$ cat config.mk
export PLATFORM = sky130hd
export DESIGN_NAME = keyed_wdog
export DESIGN_NICKNAME = d
export VERILOG_FILES = /design/src/rtl/keyed_wdog_pkg.sv /design/src/rtl/wdog_prescaler.sv /design/src/rtl/wdog_keycheck.sv /design/src/rtl/wdog_countdown.sv /design/src/rtl/keyed_wdog.sv
export SDC_FILE = /design/constraint.sdc
export NUM_CORES = 1
export LEC_CHECK = 0
export CAP_MARGIN = 20
export CORE_AREA = 5 5 71 73
export CTS_CLUSTER_SIZE = 30
export DETAILED_ROUTE_END_ITERATION = 12
export DIE_AREA = 0 0 76 78
export PLACE_DENSITY = 0.71
export REMOVE_ABC_BUFFERS = 1
export SYNTH_ARGS = -nofsm -noshare
export SYNTH_HDL_FRONTEND = slang
export SYNTH_SLANG_ARGS = --single-unit
$ cat constraint.sdc
create_clock -name clk -period 2.25 [get_ports clk]
set_clock_uncertainty 0.2 [all_clocks]
set_input_delay 0.3375 -clock clk [delete_from_list [all_inputs] [get_ports clk]]
set_output_delay 0.3375 -clock clk [all_outputs]
set_load 0.05 [all_outputs]
$ cat src/rtl/keyed_wdog_pkg.sv
`timescale 1ns/1ps
package keyed_wdog_pkg;

    localparam int KEY_W_DEF = 7;
    localparam int CNT_W_DEF = 8;

    typedef enum logic [1:0] {
        WD_IDLE  = 2'd0,
        WD_COUNT = 2'd1,
        WD_BITE  = 2'd2
    } wd_state_e;

endpackage

$ cat src/rtl/wdog_prescaler.sv
`timescale 1ns/1ps
module wdog_prescaler #(
    parameter int PRESCALE_W = 17
) (
    input  logic clk,
    input  logic rst,
    input  logic clear,
    output logic tick
);
    localparam logic [PRESCALE_W-1:0] LAST = '1;

    logic [PRESCALE_W-1:0] div_q;

    always_ff @(posedge clk) begin
        if (rst || clear) begin
            div_q <= '0;
        end else begin
            div_q <= div_q + 1'b1;
        end
    end

    assign tick = !clear && (div_q == LAST);


    tick_after_clear_chk: assert property (@(posedge clk) disable iff (rst)
        (clear && !rst) |=> !tick)
        else $error("tick right after prescaler clear");
endmodule

$ cat src/rtl/wdog_keycheck.sv
`timescale 1ns/1ps
module wdog_keycheck #(
    parameter int KEY_W = 7
) (
    input  logic             clk,
    input  logic             rst,
    input  logic             wr_en,
    input  logic [KEY_W-1:0] wr_key,
    input  logic             busy,
    output logic             accept
);
    localparam logic [KEY_W-1:0] KEY_MASK = '1;

    logic [KEY_W-1:0] key_q;

    assign accept = wr_en && !busy && (wr_key == (key_q ^ KEY_MASK));

    always_ff @(posedge clk) begin
        if (rst) begin
            key_q <= '0;
        end else if (accept) begin
            key_q <= wr_key;
        end
    end


    key_hold_chk: assert property (@(posedge clk) disable iff (rst)
        !(wr_en && !busy) |=> $stable(key_q))
        else $error("stored key moved without a write");


    busy_key_chk: assert property (@(posedge clk) disable iff (rst)
        busy |=> $stable(key_q))
        else $error("stored key moved during reset pulse");
endmodule

$ cat src/rtl/wdog_countdown.sv
`timescale 1ns/1ps
module wdog_countdown
    import keyed_wdog_pkg::*;
#(
    parameter int CNT_W    = 8,
    parameter int RST_HOLD = 64
) (
    input  logic             clk,
    input  logic             rst,
    input  logic             tick,
    input  logic             load,
    input  logic             stop,
    input  logic [CNT_W-1:0] load_val,
    output wd_state_e        state,
    output logic             nmi_req,
    output logic             chip_rst
);
    localparam int HOLD_W = (RST_HOLD > 1) ? $clog2(RST_HOLD) : 1;
    localparam logic [HOLD_W-1:0] HOLD_LAST = HOLD_W'(RST_HOLD - 1);
    localparam logic [CNT_W-1:0]  ONE = CNT_W'(1);

    wd_state_e        state_q;
    logic [CNT_W-1:0] cnt_q;
    logic [HOLD_W-1:0] hold_q;

    always_ff @(posedge clk) begin
        if (rst) begin
            state_q <= WD_IDLE;
            cnt_q   <= '0;
            hold_q  <= '0;
        end else begin
            case (state_q)
                WD_IDLE, WD_COUNT: begin
                    if (load) begin
                        cnt_q  <= load_val;
                        hold_q <= '0;
                        state_q <= (load_val == '0) ? WD_BITE : WD_COUNT;
                    end else if (stop) begin
                        state_q <= WD_IDLE;
                    end else if (state_q == WD_COUNT && tick) begin
                        cnt_q <= cnt_q - 1'b1;
                        if (cnt_q == ONE) begin
                            state_q <= WD_BITE;
                            hold_q  <= '0;
                        end
                    end
                end
                WD_BITE: begin
                    if (hold_q == HOLD_LAST) begin
                        state_q <= WD_IDLE;
                    end else begin
                        hold_q <= hold_q + 1'b1;
                    end
                end
                default: state_q <= WD_IDLE;
            endcase
        end
    end

    assign state    = state_q;
    assign nmi_req  = (state_q == WD_COUNT) && (cnt_q == ONE);
    assign chip_rst = (state_q == WD_BITE);


    nmi_excl_chk: assert property (@(posedge clk) disable iff (rst)
        !(nmi_req && chip_rst))
        else $error("nmi and chip reset together");


    step_one_chk: assert property (@(posedge clk) disable iff (rst)
        (state_q == WD_COUNT && !load && !stop) |=>
            (cnt_q == $past(cnt_q) || cnt_q == $past(cnt_q) - 1'b1))
        else $error("counter moved by more than one");


    bite_then_idle_chk: assert property (@(posedge clk) disable iff (rst)
        (chip_rst && !load) |=> (state_q != WD_COUNT))
        else $error("watchdog re-armed during reset pulse");


    stop_chk: assert property (@(posedge clk) disable iff (rst)
        (stop && !load && state_q != WD_BITE) |=> (state_q == WD_IDLE && !nmi_req))
        else $error("stop did not halt");
endmodule

$ cat src/rtl/keyed_wdog.sv
`timescale 1ns/1ps
module keyed_wdog
    import keyed_wdog_pkg::*;
#(
    parameter int PRESCALE_W = 17,
    parameter int CNT_W      = CNT_W_DEF,
    parameter int KEY_W      = KEY_W_DEF,
    parameter int RST_HOLD   = 64
) (
    input  logic             clk,
    input  logic             rst,
    input  logic             wr_en,
    input  logic             wr_start,
    input  logic [CNT_W-1:0] wr_count,
    input  logic [KEY_W-1:0] wr_key,
    output logic             armed,
    output logic             nmi_req,
    output logic             chip_rst
);
    wd_state_e state;
    logic      accept;
    logic      load;
    logic      stop;
    logic      tick;
    logic      pre_clear;

    wdog_keycheck #(.KEY_W(KEY_W)) u_key (
        .clk    (clk),
        .rst    (rst),
        .wr_en  (wr_en),
        .wr_key (wr_key),
        .busy   (chip_rst),
        .accept (accept)
    );

    assign load      = accept && wr_start;
    assign stop      = accept && !wr_start;
    assign pre_clear = load || (state != WD_COUNT);

    wdog_prescaler #(.PRESCALE_W(PRESCALE_W)) u_pre (
        .clk   (clk),
        .rst   (rst),
        .clear (pre_clear),
        .tick  (tick)
    );

    wdog_countdown #(.CNT_W(CNT_W), .RST_HOLD(RST_HOLD)) u_cnt (
        .clk      (clk),
        .rst      (rst),
        .tick     (tick),
        .load     (load),
        .stop     (stop),
        .load_val (wr_count),
        .state    (state),
        .nmi_req  (nmi_req),
        .chip_rst (chip_rst)
    );

    assign armed = (state == WD_COUNT);


    nmi_armed_chk: assert property (@(posedge clk) disable iff (rst)
        nmi_req |-> armed)
        else $error("nmi while not armed");


    zero_start_chk: assert property (@(posedge clk) disable iff (rst)
        (load && wr_count == '0) |=> chip_rst)
        else $error("zero start did not bite");
endmodule

* Word level (Yosys, flattened, before mapping)
Cells that the tools add are included.
** Cells by class
- Add/subtract/negate cells :: 3
- Equality and inequality tests :: 15
- Muxes and demuxes :: 16
- Bitwise logic cells :: 1
- Reduce and logical (&&, ||, !) cells :: 20
** Operator list (number)
- two-way mux 6 bit :: 5
- two-way mux 8 bit :: 3
- adder 17 x 1 -> 17 bit, second input constant :: 1
- == test 17 bit, second input constant :: 1
- two-way mux 2 bit :: 6
- case mux 6 bit (2 select lines) :: 1
- == test 8 x 1 -> 1 bit, second input constant :: 1
- logical NOT 8 bit :: 1
- != test 4 x 3 -> 1 bit, second input constant :: 2
- subtractor 8 x 1 -> 8 bit, second input constant :: 1
- == test 7 bit :: 1
- logical AND 1 bit :: 7
- inverter 7 bit :: 1
- adder 6 x 1 -> 6 bit, second input constant :: 1
- == test 6 bit, second input constant :: 1
- != test 3 x 2 -> 1 bit, second input constant :: 2
- AND reduction 3 bit :: 2
- AND reduction 5 bit :: 1
- != test 2 x 1 -> 1 bit, second input constant :: 2
- != test 2 bit, second input constant :: 2
- case mux 2 bit (2 select lines) :: 1
- nonzero test 2 bit :: 2
- logical NOT 1 bit :: 3
- != test 3 bit, second input constant :: 1
- other kinds (5) :: 6
** Storage, ports and cells
- Register bits :: 40
- Output and inout bits :: 3
- Logic and storage cells :: 60

* Longest topological paths before layout
- Depth after elaboration :: 13
- Gate-level depth with buffers :: 10

* Hierarchy
From an unflattened synthesis, not the netlist that was laid out.
** Second synthesis, totals
- Cell total of the unflattened synthesis :: 252
- Area, all modules :: 2203.4 um^2
** By module, submodules not included
- wdog_countdown :: instances 1, cells an instance 120, area an instance 960.9 um^2, seq. area each 320.3 um^2
- wdog_prescaler :: instances 1, cells an instance 88, area an instance 789.5 um^2, seq. area each 340.3 um^2
- wdog_keycheck :: instances 1, cells an instance 40, area an instance 415.4 um^2, seq. area each 140.1 um^2
- keyed_wdog :: instances 1, cells an instance 4, area an instance 37.5 um^2, seq. area each 0.0 um^2

* Worst setup path before layout
No wires, ideal clock.
- Path kind :: flip-flop to flip-flop
- Start point :: reg u_pre.div_q[0]
- End point :: reg u_cnt.cnt_q[5]
- Setup time :: 75 ps
- Data arrival time :: 2152 ps
- Required time :: 1975 ps
- Setup slack :: -177 ps
- Cell stages (with the launch flop) :: 10
- Buffers on the path :: 0
- Clock period less this slack :: 2427 ps
- Path through :: dfxtp_1 > ha_1 > and3_1 > nand3_1 > nor4_1 > ha_1 > and3b_1 > o31ai_1 > or4_1 > a31oi_1
** On the way
- Word-level cells in the longest chain between the ends :: 5
** RTL lines
- start, declared :: RTL line wdog_prescaler.sv:12 : logic [PRESCALE_W-1:0] div_q;
- start signal, assigned :: RTL line wdog_prescaler.sv:18 : div_q <= div_q + 1'b1;
- == test 17 bit :: RTL line wdog_prescaler.sv:22 : assign tick = !clear && (div_q == LAST);
- logical AND 1 bit :: RTL line wdog_prescaler.sv:22
- logical AND 1 bit :: RTL line wdog_countdown.sv:40 : end else if (state_q == WD_COUNT && tick) begin
- nonzero test 2 bit (no source line)
- AND reduction 3 bit (no source line)
- end signal, assigned :: RTL line wdog_countdown.sv:35 : cnt_q <= load_val;
- end signal, assigned :: RTL line wdog_countdown.sv:41 : cnt_q <= cnt_q - 1'b1;
- end, declared :: RTL line wdog_countdown.sv:23 : logic [CNT_W-1:0] cnt_q;
No other way between the ends.
A chain may end at the register's enable or synchronous reset.

* Final worst setup path
- Start point :: reg u_pre.div_q[1]
- End point :: reg u_cnt.cnt_q[5]
Same word-level chain as after synthesis.

==> qor.csv <==
metric,value,unit
Port Buffers,21,
Core Area,4294,µm²
"Arr. time, crit path",2.47,ns
Synth cell types,52,
Vias,1957,
WL/cell,13.64,µm
RSZ-0062 raised after global routing,true,
worst vdd ir,0.2568,mV
global-route wire length before repair,8093,µm
Worst Setup Start Kind,flop,
Layout Cells excl Fill,353,
area grow syn2layout,38.13,%
power density cells,477.0,nW/µm²
status,"complete, but fails checks",
synthesized instance count,234,
clock buffer depth,2,
aggregate global routing overflow,0,
final wirelength,4815,µm
CTS tree,done,
Post-DP HPWL,3571,µm
DRC viols,0,
setup ws final,-0.1929,ns
crit path buf inv count,0,
row count,24,
"Design Area, Final",2897,µm²
cell family with most CP delay,simple AND/OR/NAND/NOR gates,
Rel. slew slack,70.76,%
gp weighted congestion,0.8128,
Nets,324,
critical-path cell list,ha_4 -> and3_4 -> nand3_4 -> nor4_4 -> ha_2 -> and3b_2 -> o31ai_2 -> or4_1 -> a31oi_1,
Mapped Area,2097,µm²
Async SR Flop Fraction,0,%
post-route ant nets,0,
vias in the first global route,1789,
"Seq/Total Area, Yosys",38.19,%
GRT Overall Usage,16.65,%
fmax,409.3,MHz
TritonCTS sink count,40,
initial core utilization,48.83,%
Max Slew Vio Count,0,
min cycle time layout,2.443,ns
CTS H-tree depth,2,
ys flop type,dfxtp_1,
initial antenna violation count,0,
CP max FO,5,
DR iter-0 viols,137,
Die Ht,78,µm
number of CTS-inserted buffers,5,
actual slew at the worst max-slew pin,0.4353,ns
Synthesis Warnings,0,
largest net degree at the start of global routing,14,
Min-Delay Path Class,reg -> reg,
I/O pin total,22,
Worst path slowest cell,or4_1,
failing checks,setup timing,
Final Cycle Share,108.6,%
share of layout cells above drive strength 1,26.91,%
total power,1.382,mW
critical path capture point type,flop,
TritonRoute pass-1 iters,4,
leakage power,1.085,nW
clk slew on worst S/H paths,0.08,ns
full die area,5928,µm²
root buf cell,clkbuf_8,
Antenna diodes,0,
Setup CP Type,reg -> reg,
vias per cell,5.544,
syn_area_per_cell,8.962,µm²
MaxCap Viol Count,0,
Yosys reg bits,40,
clk_lat worst skew,0.29,ns
final hold violation count,0,
Post-synth EDFFs,0,
Inst Count DP,341,
Die W,76,µm
required time of the worst setup path,2.27,ns
Final setup viols,14,
post-place instance area,2651,µm²
largest stage delay on the critical path,0.47,ns
cell families after synthesis:
group                    after synthesis  synth area share (%)
buffers and inverters                 13                 2.924
XOR/XNOR                              21                 8.771
flip-flops                            40                 38.19
AND/OR/NAND/NOR                      107                 28.16
AO/OA/AOI/OAI                         38                 14.20
multiplexers                          10                 4.773
adder cells (fa/ha/maj)                5                 2.983
what timing repair did:
item	in CTS	in global routing
buffers inserted	4	0
hold buffers	0	0
pin swaps	13	10
gates resized for setup	19	4
endpoints found under the setup margin	16	16
stage by stage:
step	setup TNS (ns)	setup slack, ns	util (%)	hold slack (ns)
floorplan	-0.5055	-0.1762	-	0.2054
global placement	-5.205	-0.3330	61.74	0.2693
detailed placement	-6.441	-0.3909	61.74	0.2840
CTS	-1.529	-0.1922	66.75	0.2986
global route	-3.666	-0.3368	67.45	0.3430
finish	-1.600	-0.1929	67.45	0.2989
power breakdown:
group	switching [mW]	leakage (nW)	total, mW	internal [mW]
clock network	0.257	0.0541	0.586	0.328
registers	0.000496	0.325	0.708	0.708
logic	0.0399	0.706	0.0878	0.0479
layout by cell type (no fill, tap or decap), drive strengths merged, types with 2 or more instances in the layout:
cell	instances
nand3	9
ha	5
clkinv	2
inv	7
mux2i	10
o211ai	2
nand3b	2
o32ai	2
o22ai	3
a41oi	2
nand4	9
nor2b	2
a21oi	6
o21ai	3
a311oi	4
nor2	33
nor3	6
and4	4
dfxtp	40
and3	4
nand2	17
clkbuf	5
and2	4
or4	2
clkdlybuf4s50	18
xor2	14
a32oi	2
a31oi	2
a22oi	2
buf	46
xnor2	7
nor4	5
a211oi	2
nand2b	6
final timing paths:
| kind | depth (start not counted) | startpoint | slack [ns] | end |
|---|---|---|---|---|
| min reg2reg | 2 | u_cnt.cnt_q[6]$_SDFFE_PP0P_ | 0.30 | u_cnt.cnt_q[6]$_SDFFE_PP0P_ |
| max | 9 | u_pre.div_q[1]$_SDFF_PP0_ | -0.19 | u_cnt.cnt_q[5]$_SDFFE_PP0P_ |
| min | 2 | u_cnt.cnt_q[6]$_SDFFE_PP0P_ | 0.30 | u_cnt.cnt_q[6]$_SDFFE_PP0P_ |
| max reg2reg | 9 | u_pre.div_q[1]$_SDFF_PP0_ | -0.19 | u_cnt.cnt_q[5]$_SDFFE_PP0P_ |
synthesized netlist by cell type (3+ instances only):
library cell / number / area, µm²
o22ai_1: 3 / 18.77
o21ai_0: 3 / 15.01
mux2i_1: 10 / 100.1
and2_1: 4 / 25.02
and3_1: 4 / 25.02
nor3_1: 5 / 25.02
xor2_1: 14 / 122.6
nand4_1: 8 / 50.05
a311oi_1: 3 / 26.28
nand2_1: 17 / 63.81
inv_1: 7 / 26.28
nand3_1: 9 / 45.04
nor2_1: 33 / 123.9
nor4_1: 4 / 25.02
nand2b_1: 6 / 37.54
a21oi_1: 6 / 30.03
and4_1: 3 / 26.28
xnor2_1: 7 / 61.31
dfxtp_1: 40 / 800.8
ha_1: 5 / 62.56
per-layer routing:
metal  routed length [µm]  GRT usage, %  vias to the layer above  part of all wire [%]
li1                     -             -                      980                     -
met1                 2023         19.96                      907                    42
met2                 2456         27.83                       61                    51
met3                  239         3.588                        9                   5.0
met4                   95         8.719                        0                   2.0
met5                    0             0                        -                     0
sequential cells by signal, summed over array words and instances (netlist names):
name / flops
u_cnt.state: 2
u_cnt.cnt_q: 8
u_key.key_q: 7
u_cnt.hold_q: 6
u_pre.div_q: 17
worst register-to-register path: stages (launching register included):
cell	delay (ns)
dfxtp_2	0.35
ha_4	0.14
and3_4	0.19
nand3_4	0.09
nor4_4	0.23
ha_2	0.20
and3b_2	0.23
o31ai_2	0.12
or4_1	0.47
a31oi_1	0.16
area by class of cell:
| cell class | instances | area, µm² |
|---|---|---|
| Clock buffer | 5 | 68.82 |
| Clock inverter | 3 | 42.54 |
| Fill cell | 355 | 1398 |
| Inverter | 8 | 30.03 |
| Multi-Input combinational cell | 181 | 1329 |
| Sequential cell | 40 | 807.0 |
| Tap cell | 52 | 65.06 |
| Timing Repair Buffer | 64 | 554.3 |
Note: power is estimated with default switching activity, not from simulation.
